### config.mk
export PLATFORM = sky130hd
export DESIGN_NAME = cfg_apb_bridge
export DESIGN_NICKNAME = d
export VERILOG_FILES = /design/src/rtl/cfgb_pkg.sv /design/src/rtl/cfgb_decode.sv /design/src/rtl/cfgb_watchdog.sv /design/src/rtl/cfgb_localregs.sv /design/src/rtl/cfg_apb_bridge.sv
export SDC_FILE = /design/constraint.sdc
export NUM_CORES = 1
export LEC_CHECK = 0
export ABC_AREA = 0
export CORE_AREA = 2 2 160 162
export DETAILED_ROUTE_END_ITERATION = 16
export DIE_AREA = 0 0 162 164
export PLACE_DENSITY = 0.45
export SLEW_MARGIN = 20
export SYNTH_ARGS = -nofsm -noshare
export SYNTH_HDL_FRONTEND = slang
export SYNTH_SLANG_ARGS = --single-unit
export TNS_END_PERCENT = 5
### constraint.sdc
create_clock -name pclk_i -period 3.95 [get_ports pclk_i]
set_input_delay 1.185 -clock pclk_i [delete_from_list [all_inputs] [get_ports pclk_i]]
set_output_delay 1.185 -clock pclk_i [all_outputs]
set_load 0.005 [all_outputs]
### src/rtl/cfgb_pkg.sv
`timescale 1ns/1ps
package cfgb_pkg;
    localparam int ADDR_W     = 29;
    localparam int DATA_W     = 32;
    localparam int STRB_W     = DATA_W / 8;
    localparam int IDX_W      = 3;
    localparam int OFF_W      = 5;
    localparam int RD_W       = DATA_W + 1;
    localparam int SLOTS      = 1 << IDX_W;
    localparam int LOCAL_IDX  = SLOTS - 1;
    localparam int LOCAL_REGS = 3;

    typedef enum logic [1:0] {
        DST_TGT   = 2'd0,
        DST_LOCAL = 2'd1,
        DST_BAD   = 2'd2
    } dst_e;

    // control bus seen by one target: select, write, byte strobes, word offset
    typedef struct packed {
        logic              sel;
        logic              wr;
        logic [STRB_W-1:0] strb;
        logic [OFF_W-1:0]  off;
    } tgt_ctrl_t;

    localparam int CTRL_W = $bits(tgt_ctrl_t);

    function automatic logic [DATA_W-1:0] lane_merge(
        input logic [DATA_W-1:0] old_v,
        input logic [DATA_W-1:0] new_v,
        input logic [STRB_W-1:0] strb
    );
        logic [DATA_W-1:0] res;
        for (int b = 0; b < STRB_W; b++) begin
            res[8*b +: 8] = strb[b] ? new_v[8*b +: 8] : old_v[8*b +: 8];
        end
        return res;
    endfunction
endpackage

### src/rtl/cfgb_decode.sv
`timescale 1ns/1ps
module cfgb_decode
    import cfgb_pkg::*;
#(
    parameter int N_TGT = 6
) (
    input  logic [ADDR_W-1:0] addr,
    input  logic [N_TGT-1:0]  present,
    input  logic [N_TGT-1:0]  lock,
    output dst_e              dst,
    output logic [IDX_W-1:0]  idx,
    output logic [OFF_W-1:0]  off
);
    logic [SLOTS-1:0] usable;

    always_comb begin
        usable              = '0;
        usable[N_TGT-1:0]   = present & ~lock;
        idx                 = addr[ADDR_W-1 -: IDX_W];
        off                 = addr[OFF_W+1:2];
        if (idx == IDX_W'(LOCAL_IDX)) begin
            dst = (off < OFF_W'(LOCAL_REGS)) ? DST_LOCAL : DST_BAD;
        end else if (usable[idx]) begin
            dst = DST_TGT;
        end else begin
            dst = DST_BAD;
        end
    end
endmodule

### src/rtl/cfgb_watchdog.sv
`timescale 1ns/1ps
module cfgb_watchdog #(
    parameter int TMO_CYC = 255
) (
    input  logic clk,
    input  logic rst,
    input  logic run,
    output logic expire
);
    localparam int CW = $clog2(TMO_CYC + 1);

    logic [CW-1:0] cnt_q;

    assign expire = run && (cnt_q == CW'(TMO_CYC));

    always_ff @(posedge clk) begin
        if (rst || !run || expire) begin
            cnt_q <= '0;
        end else begin
            cnt_q <= cnt_q + 1'b1;
        end
    end
endmodule

### src/rtl/cfgb_localregs.sv
`timescale 1ns/1ps
module cfgb_localregs
    import cfgb_pkg::*;
#(
    parameter int               N_TGT     = 6,
    parameter logic [N_TGT-1:0] LOCK_INIT = '0
) (
    input  logic              clk,
    input  logic              rst,
    input  logic              wr_en,
    input  logic [OFF_W-1:0]  off,
    input  logic [DATA_W-1:0] wdata,
    input  logic [STRB_W-1:0] strb,
    input  logic [N_TGT-1:0]  irq_raw,
    output logic [N_TGT-1:0]  lock_q,
    output logic [N_TGT-1:0]  ien_q,
    output logic [DATA_W-1:0] rdata
);
    always_ff @(posedge clk) begin
        if (rst) begin
            lock_q <= LOCK_INIT;
            ien_q  <= '0;
        end else if (wr_en) begin
            if (off == OFF_W'(0)) begin
                lock_q <= N_TGT'(lane_merge(DATA_W'(lock_q), wdata, strb));
            end
            if (off == OFF_W'(1)) begin
                ien_q <= N_TGT'(lane_merge(DATA_W'(ien_q), wdata, strb));
            end
        end
    end

    always_comb begin
        case (off)
            OFF_W'(0): rdata = DATA_W'(lock_q);
            OFF_W'(1): rdata = DATA_W'(ien_q);
            OFF_W'(2): rdata = DATA_W'(irq_raw);
            default:   rdata = '0;
        endcase
    end
endmodule

### src/rtl/cfg_apb_bridge.sv
`timescale 1ns/1ps
module cfg_apb_bridge
    import cfgb_pkg::*;
#(
    parameter int               N_TGT        = 6,
    parameter logic [N_TGT-1:0] PRESENT_MASK = N_TGT'(6'b101111),
    parameter logic [N_TGT-1:0] LOCK_INIT    = '0,
    parameter int               TMO_CYC      = 255
) (
    input  logic                    pclk_i,
    input  logic                    presetn_i,
    input  logic [28:0]             paddr_i,
    input  logic                    psel_i,
    input  logic                    penable_i,
    input  logic                    pwrite_i,
    input  logic [31:0]             pwdata_i,
    input  logic [3:0]              pstrb_i,
    output logic [31:0]             prdata_o,
    output logic                    pready_o,
    output logic                    pslverr_o,
    output logic                    ptimeout_o,
    output logic                    buserr_o,
    output logic                    irq_o,
    output logic                    tgt_clk_o,
    output logic                    tgt_rst_n_o,
    output logic [31:0]             tgt_wdata_o,
    output logic [N_TGT*11-1:0]     tgt_ctrl_o,
    input  logic [N_TGT*33-1:0]     tgt_rdata_i,
    input  logic [N_TGT-1:0]        tgt_irq_i
);
    logic              rst;
    logic              acc;
    dst_e              dst;
    logic [IDX_W-1:0]  idx;
    logic [OFF_W-1:0]  off;
    logic [N_TGT-1:0]  lock_q;
    logic [N_TGT-1:0]  ien_q;
    logic [DATA_W-1:0] loc_rdata;
    logic [SLOTS-1:0]  ack_slot;
    logic [DATA_W-1:0] dat_slot [SLOTS];
    logic              tgt_hit;
    logic              ack_sel;
    logic              expire;
    logic              buserr_q;

    assign rst         = ~presetn_i;
    assign acc         = psel_i && penable_i;
    assign tgt_clk_o   = pclk_i;
    assign tgt_rst_n_o = presetn_i;
    assign tgt_wdata_o = pwdata_i;

    cfgb_decode #(.N_TGT(N_TGT)) u_dec (
        .addr    (paddr_i),
        .present (PRESENT_MASK),
        .lock    (lock_q),
        .dst     (dst),
        .idx     (idx),
        .off     (off)
    );

    // unpack acknowledge and data per slot; unused slots read as idle
    for (genvar s = 0; s < SLOTS; s++) begin : g_slot
        if (s < N_TGT) begin : g_used
            assign ack_slot[s] = tgt_rdata_i[s*RD_W + DATA_W];
            assign dat_slot[s] = tgt_rdata_i[s*RD_W +: DATA_W];
        end else begin : g_empty
            assign ack_slot[s] = 1'b0;
            assign dat_slot[s] = '0;
        end
    end

    assign tgt_hit = acc && (dst == DST_TGT);
    assign ack_sel = tgt_hit && ack_slot[idx];

    cfgb_watchdog #(.TMO_CYC(TMO_CYC)) u_wd (
        .clk    (pclk_i),
        .rst    (rst),
        .run    (tgt_hit && !ack_slot[idx]),
        .expire (expire)
    );

    cfgb_localregs #(.N_TGT(N_TGT), .LOCK_INIT(LOCK_INIT)) u_loc (
        .clk     (pclk_i),
        .rst     (rst),
        .wr_en   (acc && (dst == DST_LOCAL) && pwrite_i),
        .off     (off),
        .wdata   (pwdata_i),
        .strb    (pstrb_i),
        .irq_raw (tgt_irq_i),
        .lock_q  (lock_q),
        .ien_q   (ien_q),
        .rdata   (loc_rdata)
    );

    assign pready_o   = acc && ((dst != DST_TGT) || ack_sel || expire);
    assign pslverr_o  = acc && ((dst == DST_BAD) || expire);
    assign ptimeout_o = expire;

    always_comb begin
        prdata_o = '0;
        if (acc && !pwrite_i) begin
            if (dst == DST_LOCAL) begin
                prdata_o = loc_rdata;
            end else if (ack_sel) begin
                prdata_o = dat_slot[idx];
            end
        end
    end

    always_ff @(posedge pclk_i) begin
        if (rst) begin
            buserr_q <= 1'b0;
        end else if (acc && (dst == DST_BAD)) begin
            buserr_q <= 1'b1;
        end
    end
    assign buserr_o = buserr_q;

    for (genvar i = 0; i < N_TGT; i++) begin : g_ctrl
        tgt_ctrl_t c;
        always_comb begin
            c.sel  = tgt_hit && (idx == IDX_W'(i));
            c.wr   = c.sel && pwrite_i;
            c.strb = c.wr ? pstrb_i : '0;
            c.off  = c.sel ? off : '0;
        end
        assign tgt_ctrl_o[i*CTRL_W +: CTRL_W] = c;
    end

    assign irq_o = |(tgt_irq_i & ien_q);
endmodule

# Word level (Yosys, flattened, before mapping)
# Index checks and enable logic that the tools add are counted.
[op_classes]
addsub = 1
order_cmp = 3
eq_ne = 11
muxes = 26
bitwise_logic = 4
reduce_logical = 38
[op_table]
columns = ["operator", "count"]
rows = [
  ["$mux 32", 5],
  ["$bmux 32 s3", 1],
  ["$mux 5", 6],
  ["$mux 4", 6],
  ["$logic_and 1x1->1", 23],
  ["$pmux 6 s3", 1],
  ["$eq 3x3->1 const B", 3],
  ["$add 8x1->8 const B", 1],
  ["$eq 8x8->1 const B", 1],
  ["$and 6x6->6", 1],
  ["$bmux 1 s3", 2],
  ["$eq 3x2->1 const B", 2],
  ["$mux 2", 3],
  ["$not 6->6", 1],
  ["$reduce_and 3->1", 2],
  ["$reduce_or 6->1", 1],
  ["$eq 5x1->1 const B", 1],
  ["$eq 5x2->1 const B", 1],
  ["$logic_not 5->1", 1],
  ["$logic_or 1x1->1", 5],
  ["$lt 5x2->1 const B", 1],
  ["$ge 4x4->1 const B", 1],
  ["$lt 3x4->1 const B", 1],
  ["$not 3->4", 1],
  ["other kinds (9)", 12],
]
[word_totals]
reg_bits = 21
word_cells = 87

# Depth between registers and ports, before layout
[logic_depth]
word_depth = 11
ltp_mapped = 8

# Cells and area by module
# From an unflattened synthesis, not the netlist that was laid out.
[hier_totals]
hier_cells = 488
hier_area_um2 = 4126.5
[modules_own_cells]
columns = ["mod", "instances", "cells_each", "area_each_um2"]
rows = [
  ["cfg_apb_bridge", 1, 323, 2670.1],
  ["cfgb_localregs", 1, 102, 934.6],
  ["cfgb_watchdog", 1, 40, 355.3],
  ["cfgb_decode", 1, 23, 166.4],
]

==> flow_summary.ini <==
[outcome]
outcome = complete, but fails checks
violations = setup timing

[cells_and_area]
final_common_cell = sky130_fd_sc_hd__clkdlybuf4s50_1
layoutNonFillerInstCount = 1232
area_delta_synth_final_pct = 126
drive_above_1_share_pct = 28.5
layout_common_cells = sky130_fd_sc_hd__clkdlybuf4s50_1, sky130_fd_sc_hd__nor2_1, sky130_fd_sc_hd__buf_4, sky130_fd_sc_hd__nand2_1, sky130_fd_sc_hd__mux2i_1
final_net_count = 1177

[worst_setup_path]
setup.worst_path.start_class = input port
cp.arrival_ns = 2.88
crit_start = tgt_rdata_i[32]
reg2reg_from = u_loc.lock_q[1]$_SDFFE_PN0P_
path_max_fanout = 6
path_class = in -> out
worst-endpoint-required_ns = 2.76
end_kind = primary output

[logic_synthesis]
cells_after_synth = 541
syn_area_per_cell_um2 = 6.89
post_syn_area_um2 = 3730
postSynth.topFlopCell = sky130_fd_sc_hd__dfxtp_1
ys_seq_elements = 21
async_flop_share_pct = 0
synth_sequential_area_ratio_pct = 11.3
synth_edf_count = 0
count_of_unique_library_cells_instantiated_by_yosys = 45
synthesis.yosys.warnings = 0

[clock_tree]
worstSkewPairLatency_ns = 0.37
postCtsHoldBufs = 0
cts_tree = done
clk_pin_slew_ns = 0.06

[detailed_routing]
topRoutingLayerUsed = met4
detail_route.wirelength.met1_mm = 9.20
ant_nets = 0
wl_met3_mm = 1.07
post_drt_via_cell_ratio = 4.12
detail_route.first_pass.iterations = 4
detailroute.wirelength.met2_mm = 10.4
detail_route.iter0.violations = 168
routedWlPerCell_um = 16.9
drt_wl_total_mm = 20.9
route.detailed.drc = 0
vias = 5079

[power]
p_int_w = 0.000882
ir_drop_uv = 192
p_comb_share_pct = 50.6
leakage_nw = 3.76
powerDensity_nw_per_um2 = 146
power.switching_w = 0.000348
switching_part_of_the_total_pct = 28.3
power.share.sequential_pct = 17.3
power.clock.fraction_pct = 32.1

[timing]
grt_setup_unrepaired = yes
worst_slack_ns = -0.114
timing.final.setup_violations = 27
worst_slew_margin_rel_pct = 63.3
hold-worst-slack_ns = 0.463
post-route-period-util_pct = 103
timing.final.max_slew_violations = 0
clock-skew-final_ns = 0.00129
finalCriticalPeriod_ns = 4.06
finalHoldViolations = 0
fmax_ghz = 0.246
worstMarginPinSlew_ns = 0.544

[global_route]
grt_pass1_vias = 5101
grt_start_max_net_pins = 27
grt_overflow_total = 0
grt_usage_pct = 14.8
antenna_found_initial = 1
grt_pass1_wl_mm = 30.3

[placed_design]
io_buffer_count = 326
gpl.final_weighted_congestion = 0.779
place.detailed.hpwl_mm = 16.9
setup_slack_after_placement_ns = -0.813
dpl.cell_count = 1198

[floorplan]
die_h_um = 164
initial_core_util_pct = 15.0
ios = 411
core_region_area_um2 = 24800
fp.dieArea_um2 = 26600
row_count = 58
fp.dieW_um = 162

[hold_path]
worstHoldPathType = reg -> reg
timing.hold.worst.start = u_wd.cnt_q[0]$_SDFF_PP0_

[run]
drv_cap = 0
-- sequential cells by signal, summed over array words and instances, names as in the netlist --
register / count
u_loc.ien_q: 6
u_loc.lock_q: 6
u_wd.cnt_q: 8
buserr_o: 1
-- metrics by stage --
stage               cell area [um^2]  setup TNS (ns)  total power (W)  utilization (%)
floorplan                       3770               0         0.000455                -
global placement                7580          -46.74         0.000786             30.5
detailed placement              7580          -47.35         0.000786             30.5
CTS                             8140           -5.21          0.00121             32.8
global route                    8430           -3.44          0.00130             34.0
finish                          8430           -1.25          0.00123             34.0
-- path summary, 6_finish.rpt --
check	endpoint	slack (ns)	depth (start not counted)
min	u_wd.cnt_q[0]$_SDFF_PP0_	0.46	1
max reg2reg	u_wd.cnt_q[2]$_SDFF_PP0_	1.89	6
max	prdata_o[4]	-0.11	8
min reg2reg	u_wd.cnt_q[0]$_SDFF_PP0_	0.46	1
-- metal layers --
metal / track usage, % / up-vias
met1: 19.3 / 2312
met3: 2.17 / 21
met5: 0 / -
met4: 2.09 / 0
li1: - / 2570
met2: 26.3 / 176
-- cell families (layout without fill, tap and decap cells) --
kind of cell | count (synthesis) | after routing | synth area share [%]
AND/OR/NAND/NOR | 224 | 224 | 28.4
AO/OA/AOI/OAI | 120 | 120 | 22.6
buffers and inverters | 91 | 441 | 14.1
multiplexers | 77 | 77 | 21.8
flip-flops | 21 | 21 | 11.3
XOR/XNOR | 6 | 6 | 1.41
adder cells (fa/ha/maj) | 1 | 1 | 0.336
other | 1 | 12 | 0.101
-- final cells by class --
class / count / area [um^2]
Tap cell: 330 / 413
Multi-Input combinational cell: 439 / 3240
Clock inverter: 1 / 7.51
Clock buffer: 7 / 160
Inverter: 8 / 45.0
Antenna cell: 1 / 2.50
Fill cell: 2678 / 16400
Sequential cell: 21 / 420
Timing Repair Buffer: 425 / 4140
-- critical path: stages --
cell                              delay, ns
sky130_fd_sc_hd__clkdlybuf4s50_1       0.45
sky130_fd_sc_hd__nor3_1                0.06
sky130_fd_sc_hd__o32ai_4               0.33
sky130_fd_sc_hd__buf_6                 0.20
sky130_fd_sc_hd__buf_6                 0.12
sky130_fd_sc_hd__o2111ai_4             0.11
sky130_fd_sc_hd__a221oi_2              0.24
sky130_fd_sc_hd__buf_2                 0.16
-- cells in the mapped netlist, types with 2 or more instances --
| cell | instances | area share [%] |
|---|---|---|
| sky130_fd_sc_hd__dfxtp_1 | 21 | 11 |
| sky130_fd_sc_hd__clkbuf_1 | 24 | 2.4 |
| sky130_fd_sc_hd__o21ai_0 | 11 | 1.5 |
| sky130_fd_sc_hd__nand2b_1 | 3 | 0.50 |
| sky130_fd_sc_hd__mux2i_1 | 51 | 14 |
| sky130_fd_sc_hd__a211oi_1 | 25 | 5.0 |
| sky130_fd_sc_hd__and3_1 | 2 | 0.34 |
| sky130_fd_sc_hd__nand3_1 | 9 | 1.2 |
| sky130_fd_sc_hd__inv_1 | 8 | 0.81 |
| sky130_fd_sc_hd__a221oi_1 | 12 | 2.8 |
| sky130_fd_sc_hd__nand2_1 | 56 | 5.6 |
| sky130_fd_sc_hd__or3_1 | 2 | 0.34 |
| sky130_fd_sc_hd__and2_1 | 32 | 5.4 |
| sky130_fd_sc_hd__buf_4 | 46 | 9.3 |
| sky130_fd_sc_hd__a22oi_1 | 3 | 0.60 |
| sky130_fd_sc_hd__o21bai_1 | 25 | 5.0 |
| sky130_fd_sc_hd__xnor2_1 | 3 | 0.70 |
| sky130_fd_sc_hd__xor2_1 | 3 | 0.70 |
| sky130_fd_sc_hd__a21oi_1 | 29 | 3.9 |
| sky130_fd_sc_hd__nor3_1 | 5 | 0.67 |
| sky130_fd_sc_hd__buf_1 | 3 | 0.30 |
| sky130_fd_sc_hd__or2_2 | 3 | 0.50 |
| sky130_fd_sc_hd__o211ai_1 | 6 | 1.2 |
| sky130_fd_sc_hd__o2111ai_1 | 6 | 1.4 |
| sky130_fd_sc_hd__nor3b_1 | 2 | 0.40 |
| sky130_fd_sc_hd__buf_2 | 10 | 1.3 |
| sky130_fd_sc_hd__nor2b_1 | 13 | 2.2 |
| sky130_fd_sc_hd__nor2_1 | 87 | 8.8 |
| sky130_fd_sc_hd__mux2_2 | 25 | 7.6 |
-- power by group through the flow --
stage / sequential (W) / clock (W) / combinational [W]
finish: 0.000213 / 0.000394 / 0.000622
global route: 0.000213 / 0.000417 / 0.000673
CTS: 0.000213 / 0.000401 / 0.000600
detailed placement: 0.000218 / 0.0000213 / 0.000547
global placement: 0.000218 / 0.0000213 / 0.000547
floorplan: 0.000218 / 0.0000164 / 0.000221
-- what timing repair did --
item                                    CTS  global route
setup buffers                            17             6
endpoints found under the hold margin     0             0
pin swaps                                31            19
endpoints found under the setup margin   90            64
cloned                                    4             0
gates resized for setup                 269            81
Note: power is estimated with default switching activity, not from simulation.
